`config.mk`:
```
export PLATFORM = sky130hd
export DESIGN_NAME = pcm_slot_tx
export DESIGN_NICKNAME = d
export VERILOG_FILES = /design/src/rtl/pcm_tx_pkg.sv /design/src/rtl/pcm_tx_bitclk.sv /design/src/rtl/pcm_tx_payload.sv /design/src/rtl/pcm_slot_tx.sv
export SDC_FILE = /design/constraint.sdc
export NUM_CORES = 1
export LEC_CHECK = 0
export ABC_AREA = 1
export ABC_CLOCK_PERIOD_IN_PS = 2700
export BUFFER_PORTS_ARGS = -buffer_cell sky130_fd_sc_hd__buf_2
export CAP_MARGIN = 20
export CELL_PAD_IN_SITES_DETAIL_PLACEMENT = 0
export CELL_PAD_IN_SITES_GLOBAL_PLACEMENT = 1
export CORE_ASPECT_RATIO = 0.5
export CORE_MARGIN = 2
export CORE_UTILIZATION = 42
export CTS_CLUSTER_SIZE = 10
export DETAILED_ROUTE_END_ITERATION = 16
export MAX_ROUTING_LAYER = met4
export PLACE_DENSITY_LB_ADDON = 0.2
export SLEW_MARGIN = 20
export SYNTH_ARGS = -nofsm -noshare
export SYNTH_HDL_FRONTEND = slang
export SYNTH_SLANG_ARGS = --single-unit
```
`constraint.sdc`:
```
create_clock -name clk -period 2.7 [get_ports clk]
set_input_delay 0.27 -clock clk [delete_from_list [all_inputs] [get_ports clk]]
set_output_delay 0.27 -clock clk [all_outputs]
set_load 0.01 [all_outputs]
```
`src/rtl/pcm_tx_pkg.sv`:
```
package pcm_tx_pkg;
    typedef enum logic [1:0] {
        FMT_BYTE = 2'b00,
        FMT_SIG  = 2'b01,
        FMT_LIN  = 2'b10,
        FMT_SPARE = 2'b11
    } fmt_e;

    typedef enum logic [1:0] {
        ST_IDLE,
        ST_WAIT,
        ST_SLOT_A,
        ST_SLOT_B
    } tx_state_e;

    localparam int SLOT_BITS = 8;
    localparam int WORD_BITS = 16;
endpackage

```
`src/rtl/pcm_tx_bitclk.sv`:
```
module pcm_tx_bitclk #(
    parameter int CNT_W = 9
) (
    input  logic             clk,
    input  logic             rst_n,
    input  logic             fsync,
    input  logic             half_rate,
    output logic             adv,
    output logic [CNT_W-1:0] cnt
);
    logic run_q;
    logic phase_q;
    logic half_q;

    assign adv = run_q && (!half_q || phase_q);

    always_ff @(posedge clk or negedge rst_n) begin
        if (!rst_n) begin
            run_q   <= 1'b0;
            phase_q <= 1'b0;
            half_q  <= 1'b0;
            cnt     <= '0;
        end else if (fsync) begin
            run_q   <= 1'b1;
            phase_q <= 1'b0;
            half_q  <= half_rate;
            cnt     <= '0;
        end else if (run_q) begin
            if (adv) begin
                phase_q <= 1'b0;
                if (cnt == {CNT_W{1'b1}}) begin
                    run_q <= 1'b0;
                end else begin
                    cnt <= cnt + CNT_W'(1);
                end
            end else begin
                phase_q <= 1'b1;
            end
        end
    end

    // a frame sync always restarts the period count
    p_restart_r10: assert property (@(posedge clk) disable iff (!rst_n)
        fsync |=> (cnt == '0 && run_q && !phase_q));

    // in half-rate mode the count holds across the first cycle of a period
    p_half_hold_r6: assert property (@(posedge clk) disable iff (!rst_n)
        (!fsync && run_q && half_q && !phase_q) |=> $stable(cnt));
endmodule

```
`src/rtl/pcm_tx_payload.sv`:
```
module pcm_tx_payload
    import pcm_tx_pkg::*;
(
    input  logic                 clk,
    input  logic                 rst_n,
    input  logic                 load,
    input  logic                 shift,
    input  logic [1:0]           fmt,
    input  logic [WORD_BITS-1:0] sample_in,
    input  logic                 hook_in,
    input  logic                 aux_in,
    input  logic                 fault_in,
    output logic                 msb
);
    logic [WORD_BITS-1:0] sh_q;
    logic [SLOT_BITS-1:0] stat_byte;
    logic [WORD_BITS-1:0] load_word;

    always_comb begin
        stat_byte = {hook_in, aux_in, 3'b000, fault_in, 2'b00};
        if (fmt == FMT_LIN) begin
            load_word = sample_in;
        end else begin
            load_word = {sample_in[SLOT_BITS-1:0], stat_byte};
        end
    end

    always_ff @(posedge clk or negedge rst_n) begin
        if (!rst_n) begin
            sh_q <= '0;
        end else if (load) begin
            sh_q <= load_word;
        end else if (shift) begin
            sh_q <= {sh_q[WORD_BITS-2:0], 1'b0};
        end
    end

    assign msb = sh_q[WORD_BITS-1];

    // the captured word moves only on load or on a shift
    p_word_hold_r9: assert property (@(posedge clk) disable iff (!rst_n)
        (!load && !shift) |=> $stable(sh_q));
endmodule

```
`src/rtl/pcm_slot_tx.sv`:
```
module pcm_slot_tx
    import pcm_tx_pkg::*;
#(
    parameter int SLOTS = 32
) (
    input  logic                       clk,
    input  logic                       rst_n,
    input  logic                       fsync,
    input  logic [$clog2(SLOTS)-1:0]   slot_sel,
    input  logic [1:0]                 fmt,
    input  logic                       half_rate,
    input  logic                       chan_on,
    input  logic [15:0]                sample_in,
    input  logic                       hook_in,
    input  logic                       aux_in,
    input  logic                       fault_in,
    output logic                       txd,
    output logic                       txd_oe
);
    localparam int SEL_W = $clog2(SLOTS);
    localparam int CNT_W = $clog2(SLOTS * SLOT_BITS) + 1;
    localparam int BIX_W = $clog2(SLOT_BITS);

    tx_state_e        state, state_n;
    logic [BIX_W-1:0] bidx, bidx_n;
    logic [SEL_W-1:0] slot_q;
    fmt_e             fmt_q;
    logic             act_q;
    logic             adv;
    logic [CNT_W-1:0] cnt;
    logic [CNT_W-1:0] start_cnt;
    logic             two_slot;
    logic             in_slot;
    logic             msb;

    pcm_tx_bitclk #(.CNT_W(CNT_W)) i_bitclk (
        .clk       (clk),
        .rst_n     (rst_n),
        .fsync     (fsync),
        .half_rate (half_rate),
        .adv       (adv),
        .cnt       (cnt)
    );

    assign in_slot = (state == ST_SLOT_A) || (state == ST_SLOT_B);

    pcm_tx_payload i_payload (
        .clk       (clk),
        .rst_n     (rst_n),
        .load      (fsync),
        .shift     (adv && in_slot && !fsync),
        .fmt       (fmt),
        .sample_in (sample_in),
        .hook_in   (hook_in),
        .aux_in    (aux_in),
        .fault_in  (fault_in),
        .msb       (msb)
    );

    assign start_cnt = CNT_W'(slot_q) << BIX_W;
    assign two_slot  = (fmt_q == FMT_SIG) || (fmt_q == FMT_LIN);

    always_comb begin
        state_n = state;
        bidx_n  = bidx;
        if (fsync) begin
            state_n = (slot_sel == '0) ? ST_SLOT_A : ST_WAIT;
            bidx_n  = '0;
        end else begin
            unique case (state)
                ST_IDLE: begin
                    state_n = ST_IDLE;
                end
                ST_WAIT: begin
                    if (adv && (cnt + CNT_W'(1)) == start_cnt) begin
                        state_n = ST_SLOT_A;
                    end
                end
                ST_SLOT_A: begin
                    if (adv) begin
                        bidx_n = bidx + BIX_W'(1);
                        if (bidx == {BIX_W{1'b1}}) begin
                            state_n = two_slot ? ST_SLOT_B : ST_IDLE;
                        end
                    end
                end
                ST_SLOT_B: begin
                    if (adv) begin
                        bidx_n = bidx + BIX_W'(1);
                        if (bidx == {BIX_W{1'b1}}) begin
                            state_n = ST_IDLE;
                        end
                    end
                end
            endcase
        end
    end

    always_ff @(posedge clk or negedge rst_n) begin
        if (!rst_n) begin
            state  <= ST_IDLE;
            bidx   <= '0;
            slot_q <= '0;
            fmt_q  <= FMT_BYTE;
            act_q  <= 1'b0;
        end else begin
            state <= state_n;
            bidx  <= bidx_n;
            if (fsync) begin
                slot_q <= slot_sel;
                fmt_q  <= fmt_e'(fmt);
                act_q  <= chan_on;
            end
        end
    end

    always_comb begin
        unique case (state)
            ST_SLOT_A: txd_oe = act_q;
            ST_SLOT_B: txd_oe = act_q || (fmt_q == FMT_SIG);
            default:   txd_oe = 1'b0;
        endcase
        txd = txd_oe && msb;
    end

    // a one-slot format leaves the slot after eight bits
    p_one_slot_r3: assert property (@(posedge clk) disable iff (!rst_n)
        (!fsync && state == ST_SLOT_A && adv && bidx == {BIX_W{1'b1}} && !two_slot)
        |=> state == ST_IDLE);

    // the status slot is driven whatever the channel state
    p_sig_drive_r8: assert property (@(posedge clk) disable iff (!rst_n)
        (state == ST_SLOT_B && fmt_q == FMT_SIG) |-> txd_oe);

    // an inactive channel never drives its data slot
    p_idle_data_r8: assert property (@(posedge clk) disable iff (!rst_n)
        (state == ST_SLOT_A && !act_q) |-> !txd_oe);

    // the line is low when not driven
    p_quiet_line_r7: assert property (@(posedge clk) disable iff (!rst_n)
        !txd_oe |-> !txd);
endmodule

```
==> impl_metrics.json, run 1 <==
{
  "ys_types": 26,
  "period_needed_ns": 2.19,
  "critPathKind": "flip-flop to flip-flop",
  "p_leak_nw": 1.34,
  "clkTransAtPathRegs_ns": 0.08,
  "critPathLaunchType": "flip-flop",
  "grt_pass1_vias": 1966,
  "max_stage_delay_ns": 0.44,
  "status": "completed",
  "crit_chain": "ha_1 -> nand2_1 -> inv_1 -> nand2_1 -> nor2_1 -> ha_1 -> nor2_1 -> nand3_1 -> nor2_1 -> nand2_1 -> a21oi_1 -> nand3_1 -> nand2_2 -> nand2_2 -> nand2_1 -> nand2_1",
  "crit_family": "simple AND/OR/NAND/NOR gates",
  "dpl.hpwl_mm": 3.48,
  "instances_no_fill": 406,
  "grt_pass1_wl_mm": 8.77,
  "nFillCells": 552,
  "finalHoldViolCount": 0,
  "dp.cells": 398,
  "start_util_pct": 43.1,
  "die_w_um": 109,
  "wl_per_cell_um": 12.3,
  "finalSetupViolCount": 0,
  "syn_inst": 303,
  "end_kind": "flip-flop",
  "dpl_cell_area_um2": 2530,
  "grt_max_degree": 42,
  "diodes": 0,
  "grt_overflow_total": 0,
  "gp_congestion": 0.801,
  "rows": 19,
  "nets": 372,
  "critPathMostFrequentCell": "nand2_1",
  "antenna_found_initial": 0,
  "yosysWarningCount": 0,
  "area_growth_pct": 12.0,
  "power_density_nw_per_um2": 636,
  "fin_crit_sh_pct": 81.0,
  "fin_setup_tns_ns": 0,
  "drt_iter0_drc": 65,
  "avgSynthCellArea_um2": 7.71,
  "reg2reg_depth": 16,
  "relSlewSlack_pct": 36.8,
  "cts_setup_buffers": 0,
  "cts_resized": 0,
  "critical_path_depth": 16,
  "drc_errors": 0,
  "syn-cell-area_um2": 2330,
  "drive_gt1_share_pct": 15.6,
  "worst_pin_slew_ns": 0.948,
  "hp-class": "primary input to asynchronous set/reset pin",
  "fp.dieH_um": 56.7,
  "path_buf_inv": 1,
  "cts_max_level": 2,
  "worstPathArrival_ns": 2.37,
  "ys_ff_latch": 41,
  "cts_tree": "done",
  "boundaryPins": 33,
  "dieArea_um2": 6210,
  "cts-buffers-inserted": 5,
  "cts_sinks": 41,
  "track_usage_pct": 18.5,
  "finalMaxSlewViolations": 0,
  "holdBufCountCts": 0,
  "ant_nets": 0,
  "slowest_stage": "dfrtp_1",
  "cap_violations": 0,
  "coreArea_um2": 5420,
  "io_buffers": 32,
  "viasPerCell": 4.92,
  "firstDrtPassIters": 4,
  "fin_skew_ns": 0.00517,
  "cp.required_ns": 2.88,
  "seq_area_frac_synth_pct": 43.9,
  "design_area_um2": 2620,
  "rsz0062_at_grt": "no",
  "cts_buffer_depth": 2,
  "cts_root_buf": "clkbuf_8",
  "crit_path_max_fanout": 6,
  "vias": 1998,
  "synth_fp_nets": 343,
  "ir_drop_mv": 0.258,
  "clock_latency_ns": 0.28,
  "routed_wirelength_mm": 4.97,
  "fmax_mhz": 457
}
area by class of cell:
type / instances / area (um^2) / area share (%)
multi-input cells: 208 / 1090 / 41.8
flip-flops and latches: 41 / 1030 / 39.2
inverters: 44 / 165 / 6.32
repair buffers: 32 / 160 / 6.12
well taps: 73 / 91.3 / 3.49
clock buffers: 8 / 80.1 / 3.06
worst reg2reg max path: cells and delay by family, from the launching register on:
family	cells	cell delay, ns
AND/OR/NAND/NOR	12	0.92
AO/OA/AOI/OAI	1	0.11
buffers and inverters	1	0.07
adder cells (fa/ha/maj)	2	0.53
flip-flops	1	0.44
layout by cell type, fill, tap and decap left out, types with 2 or more instances in the layout:
cell type  instances
ha_1               9
nand3_1           26
o211ai_1           3
inv_1             42
o21ai_4            2
dfrtp_1           41
nand2_2            7
clkbuf_1           3
a21oi_1           20
clkbuf_8           5
o22ai_1            6
buf_2             32
o21ai_0           34
inv_2              2
a31oi_1            4
nor2_1            23
nand2_1           65
stage by stage:
stage / power, W / utilization [%] / setup slack (ns) / hold WS, ns
6_report: 0.00166 / 48.2 / 0.513 / 0.129
5_1_grt: 0.00180 / 48.2 / 0.266 / 0.183
4_1_cts: 0.00168 / 48.2 / 0.510 / 0.165
3_5_place_dp: 0.00129 / 46.8 / 0.525 / 0.468
3_3_place_gp: 0.00127 / 46.8 / 0.596 / 0.463
2_1_floorplan: 0.00116 / - / 0.706 / -0.0256
kinds of logic after synthesis:
logic type	count (synthesis)	synth area share (%)
AO/OA/AOI/OAI	73	18.1
flip-flops	41	43.9
adder cells (fa/ha/maj)	9	4.82
buffers and inverters	54	9.27
AND/OR/NAND/NOR	126	23.9
synth_stat cells:
cell type,instances,share of area (%)
o31ai_1,1,0.32
nor2_1,23,3.7
o21bai_1,1,0.32
ha_1,9,4.8
a31oi_1,4,1.1
o21ai_4,2,1.4
buf_2,5,1.1
o211ai_1,3,0.96
inv_2,2,0.32
clkbuf_1,3,0.48
o211a_1,1,0.43
nand2_2,7,1.9
or2_2,1,0.27
o22ai_1,6,1.6
nand2_1,65,10
nor2_8,1,0.86
nor4_1,1,0.27
o32ai_1,1,0.38
buf_4,2,0.64
nand3_2,1,0.43
inv_1,42,6.8
a21oi_1,20,4.3
o21ai_0,34,7.3
dfrtp_1,41,44
nor2_4,1,0.48
nand3_1,26,5.6
power by group:
group	total [W]	switching [W]	internal [W]
Clock	0.000393	0.000208	0.000184
Sequential	0.000832	0.0000828	0.000749
Combinational	0.000439	0.000272	0.000167
Total	0.00166	0.000563	0.00110
sequential cells by signal (all words and copies together) (netlist names):
register          cells
act_q                 1
bidx                  3
fmt_q                 2
i_bitclk.cnt          9
i_bitclk.half_q       1
i_bitclk.phase_q      1
i_bitclk.run_q        1
i_payload.sh_q       16
slot_q                5
state                 2
final timing paths:
path	from	to	slack [ns]
min	rst_n	i_payload.sh_q[13]	0.13
min in group clk	half_rate	i_bitclk.half_q	0.19
min reg2reg	i_bitclk.half_q	i_bitclk.half_q	0.48
max reg2reg	i_bitclk.cnt[0]	state[0]	0.51
max in group asynchronous	rst_n	i_payload.sh_q[15]	1.98
max	i_bitclk.cnt[0]	state[0]	0.51
metal layers:
| metal | up-vias | GRT usage [%] | wire length (um) |
|---|---|---|---|
| met5 | - | - | 0 |
| met4 | 0 | 4.34 | 38 |
| met3 | 5 | 3.83 | 169 |
| met2 | 36 | 29.3 | 2230 |
| met1 | 913 | 24.5 | 2540 |
| li1 | 1044 | - | - |
No activity file was read; power rests on OpenSTA's default activity.
==> inputs of run 2 (changes only) <==
--- a/config.mk
+++ b/config.mk
@@ -6,14 +6,14 @@
 export NUM_CORES = 1
 export LEC_CHECK = 0
 export ABC_AREA = 1
-export ABC_CLOCK_PERIOD_IN_PS = 2700
+export ABC_CLOCK_PERIOD_IN_PS = 1800
 export BUFFER_PORTS_ARGS = -buffer_cell sky130_fd_sc_hd__buf_2
 export CAP_MARGIN = 20
 export CELL_PAD_IN_SITES_DETAIL_PLACEMENT = 0
 export CELL_PAD_IN_SITES_GLOBAL_PLACEMENT = 1
 export CORE_ASPECT_RATIO = 0.5
 export CORE_MARGIN = 2
-export CORE_UTILIZATION = 42
+export CORE_UTILIZATION = 38
 export CTS_CLUSTER_SIZE = 10
 export DETAILED_ROUTE_END_ITERATION = 16
 export MAX_ROUTING_LAYER = met4
==> constraint.sdc (replaced) <==
create_clock -name clk -period 1.8 [get_ports clk]
set_input_delay 0.18 -clock clk [delete_from_list [all_inputs] [get_ports clk]]
set_output_delay 0.18 -clock clk [all_outputs]
set_load 0.01 [all_outputs]
==> run 2 against run 1 <==
Net effect:
- the flow now finishes with violations (negative setup slack)
- global-route usage is 0.67 points lower
- die area is 9.9% higher
- final cell count increased by 5.9%
- non-clock buffer count is 21 higher
- first-iteration DRC count shrank 22%
- sequential power rose by 49%
- fmax is 13% higher
- wire length grew 5.0%
- design area grew 11%
- register-to-register slack got worse by 0.64 ns
- setup slack lost 0.64 ns
==> impl_metrics.json, run 2 (same netlist as run 1, synthesis figures left out) <==
{
  "coreArea_um2": 6010,
  "die_w_um": 115,
  "period_needed_ns": 1.93,
  "io_buffers": 32,
  "crit_family": "simple AND/OR/NAND/NOR gates",
  "max_stage_delay_ns": 0.35,
  "cp.required_ns": 1.97,
  "cap_violations": 0,
  "cts_root_buf": "clkbuf_16",
  "grt_pass1_wl_mm": 9.07,
  "end_kind": "flip-flop",
  "finalHoldViolCount": 0,
  "crit_path_max_fanout": 3,
  "grt_max_degree": 38,
  "top_regs": "i_payload.sh_q x16, i_bitclk.cnt x9, slot_q x5",
  "fmax_mhz": 518,
  "reg2reg_depth": 16,
  "critical_path_depth": 16,
  "power_density_nw_per_um2": 982,
  "nFillCells": 625,
  "worstPathArrival_ns": 2.10,
  "drt_iter0_drc": 51,
  "dieArea_um2": 6820,
  "boundaryPins": 33,
  "cts_buffer_depth": 2,
  "critPathLaunchType": "flip-flop",
  "gp_congestion": 0.773,
  "path_buf_inv": 4,
  "grt_pass1_vias": 2038,
  "critPathMostFrequentCell": "nand2_2",
  "cts_tree": "done",
  "ir_drop_mv": 0.415,
  "vias": 2077,
  "track_usage_pct": 17.8,
  "p_leak_nw": 1.47,
  "setup_ws_ns": -0.132,
  "total_power_w": 0.00284,
  "r2r_slack_ns": -0.13,
  "hp-class": "primary input to flip-flop",
  "cts_sinks": 41,
  "drive_gt1_share_pct": 23.8,
  "cts-buffers-inserted": 5,
  "setup.worst_path.end": "state[1]",
  "dpl.hpwl_mm": 3.92,
  "start_util_pct": 38.9,
  "fp.dieH_um": 59.4,
  "cts_max_level": 2,
  "rsz0062_at_grt": "yes",
  "crit_path_start": "i_bitclk.cnt[0]",
  "worstReg2RegEnd": "state[1]",
  "grt_overflow_total": 0,
  "violations": "negative setup slack",
  "ant_nets": 0,
  "mostFrequentLayoutCell": "nand2_1",
  "area_growth_pct": 23.8,
  "routed_wirelength_mm": 5.23,
  "final_cell_mix": "nand2_1, inv_1, dfrtp_1",
  "slowest_stage": "dfrtp_1",
  "fin_crit_sh_pct": 107,
  "rows": 20,
  "antenna_found_initial": 0,
  "viasPerCell": 4.83,
  "clock_latency_ns": 0.28,
  "finalSetupViolCount": 2,
  "largest_reg_flops": 16,
  "crit_chain": "ha_2 -> nand2_2 -> buf_4 -> buf_4 -> buf_4 -> buf_4 -> nor2_4 -> nand2_1 -> nand2_1 -> nand2_2 -> a21oi_2 -> nand3_1 -> nand2_2 -> nand2_2 -> nand2_2 -> nand2_2",
  "dpl_cell_area_um2": 2680,
  "fin_skew_ns": 0.00424,
  "diodes": 0,
  "r2r-start": "i_bitclk.cnt[0]",
  "worst_pin_slew_ns": 0.789,
  "clkTransAtPathRegs_ns": 0.06,
  "relSlewSlack_pct": 47.2,
  "drc_errors": 0,
  "finalMaxSlewViolations": 0,
  "critPathKind": "flip-flop to flip-flop",
  "top_register": "i_payload.sh_q",
  "nets": 393,
  "wl_per_cell_um": 12.2,
  "firstDrtPassIters": 4,
  "status": "complete, but fails checks",
  "design_area_um2": 2890
}
-- run 2: cell count changes in the layout (fill, tap and decap cells not counted), moves of 2 or more --
| cell | delta |
|---|---|
| buf_4 | +19 |
| nor2_1 | -3 |
| nand2_2 | +4 |
| clkbuf_1 | -2 |
| clkbuf_8 | -4 |
| nand2_1 | -4 |
| clkbuf_16 | +5 |
| nor2_2 | +2 |
-- run 2: how the worst min path moves through the flow --
| stage | from | endpoint | cells past startpoint |
|---|---|---|---|
| 6_report | half_rate | i_bitclk.half_q | 3 |
| 5_1_grt | half_rate | i_bitclk.half_q | 3 |
| 4_1_cts | chan_on | act_q | 3 |
| 3_5_place_dp | rst_n | i_payload.sh_q[12] | 1 |
| 3_3_place_gp | rst_n | i_payload.sh_q[11] | 1 |
| 2_1_floorplan | rst_n | act_q | 0 |
-- run 2: what timing repair did --
action                                 4_1_cts  5_1_grt
hold buffers                                 1        0
setup endpoints to repair                    3       24
pin swaps                                   12       11
resized for setup                            0        8
endpoints found under the hold margin       19        0
setup buffers                                4        0
-- run 2: final cells by class --
cell class                      instances  area, um^2  share of cell area (%)
Inverter                               44         165                    5.71
Tap cell                               77        96.3                    3.33
Timing Repair Buffer                   53         333                    11.5
Clock buffer                            7         143                    4.93
Multi-Input combinational cell        208        1130                    39.0
Sequential cell                        41        1030                    35.5
-- run 2: report_power, final --
group / leakage, nW / total (W) / switching, W / internal [W]
Clock: 0.0700 / 0.000880 / 0.000335 / 0.000544
Combinational: 0.885 / 0.000721 / 0.000436 / 0.000285
Sequential: 0.513 / 0.00124 / 0.000113 / 0.00113
Total: 1.47 / 0.00284 / 0.000885 / 0.00196
-- run 2: tightest hold or removal path, cell delays in order --
cell and delay [ns]:
buf_2 0.07, nand2_1 0.04, nand2_1 0.05
-- run 2: metal layers --
| layer | vias to the layer above | share of wire, % | GRT usage (%) |
|---|---|---|---|
| li1 | 1089 | - | - |
| met1 | 953 | 49 | 21.7 |
| met2 | 27 | 46 | 30.2 |
| met3 | 8 | 2.9 | 3.37 |
| met4 | 0 | 1.5 | 6.20 |
| met5 | - | 0 | - |
-- run 2: stage by stage --
step	instances	util [%]	hold WS, ns	setup slack, ns	setup TNS (ns)
after floorplan	303	-	-0.116	-0.134	-0.268
after global placement	418	44.6	0.171	-0.130	-0.261
after detailed placement	418	44.6	0.176	-0.194	-0.403
after CTS	430	47.7	0.106	-0.191	-0.374
after global routing	430	48.1	0.119	-0.331	-2.13
final	430	48.1	0.104	-0.132	-0.256
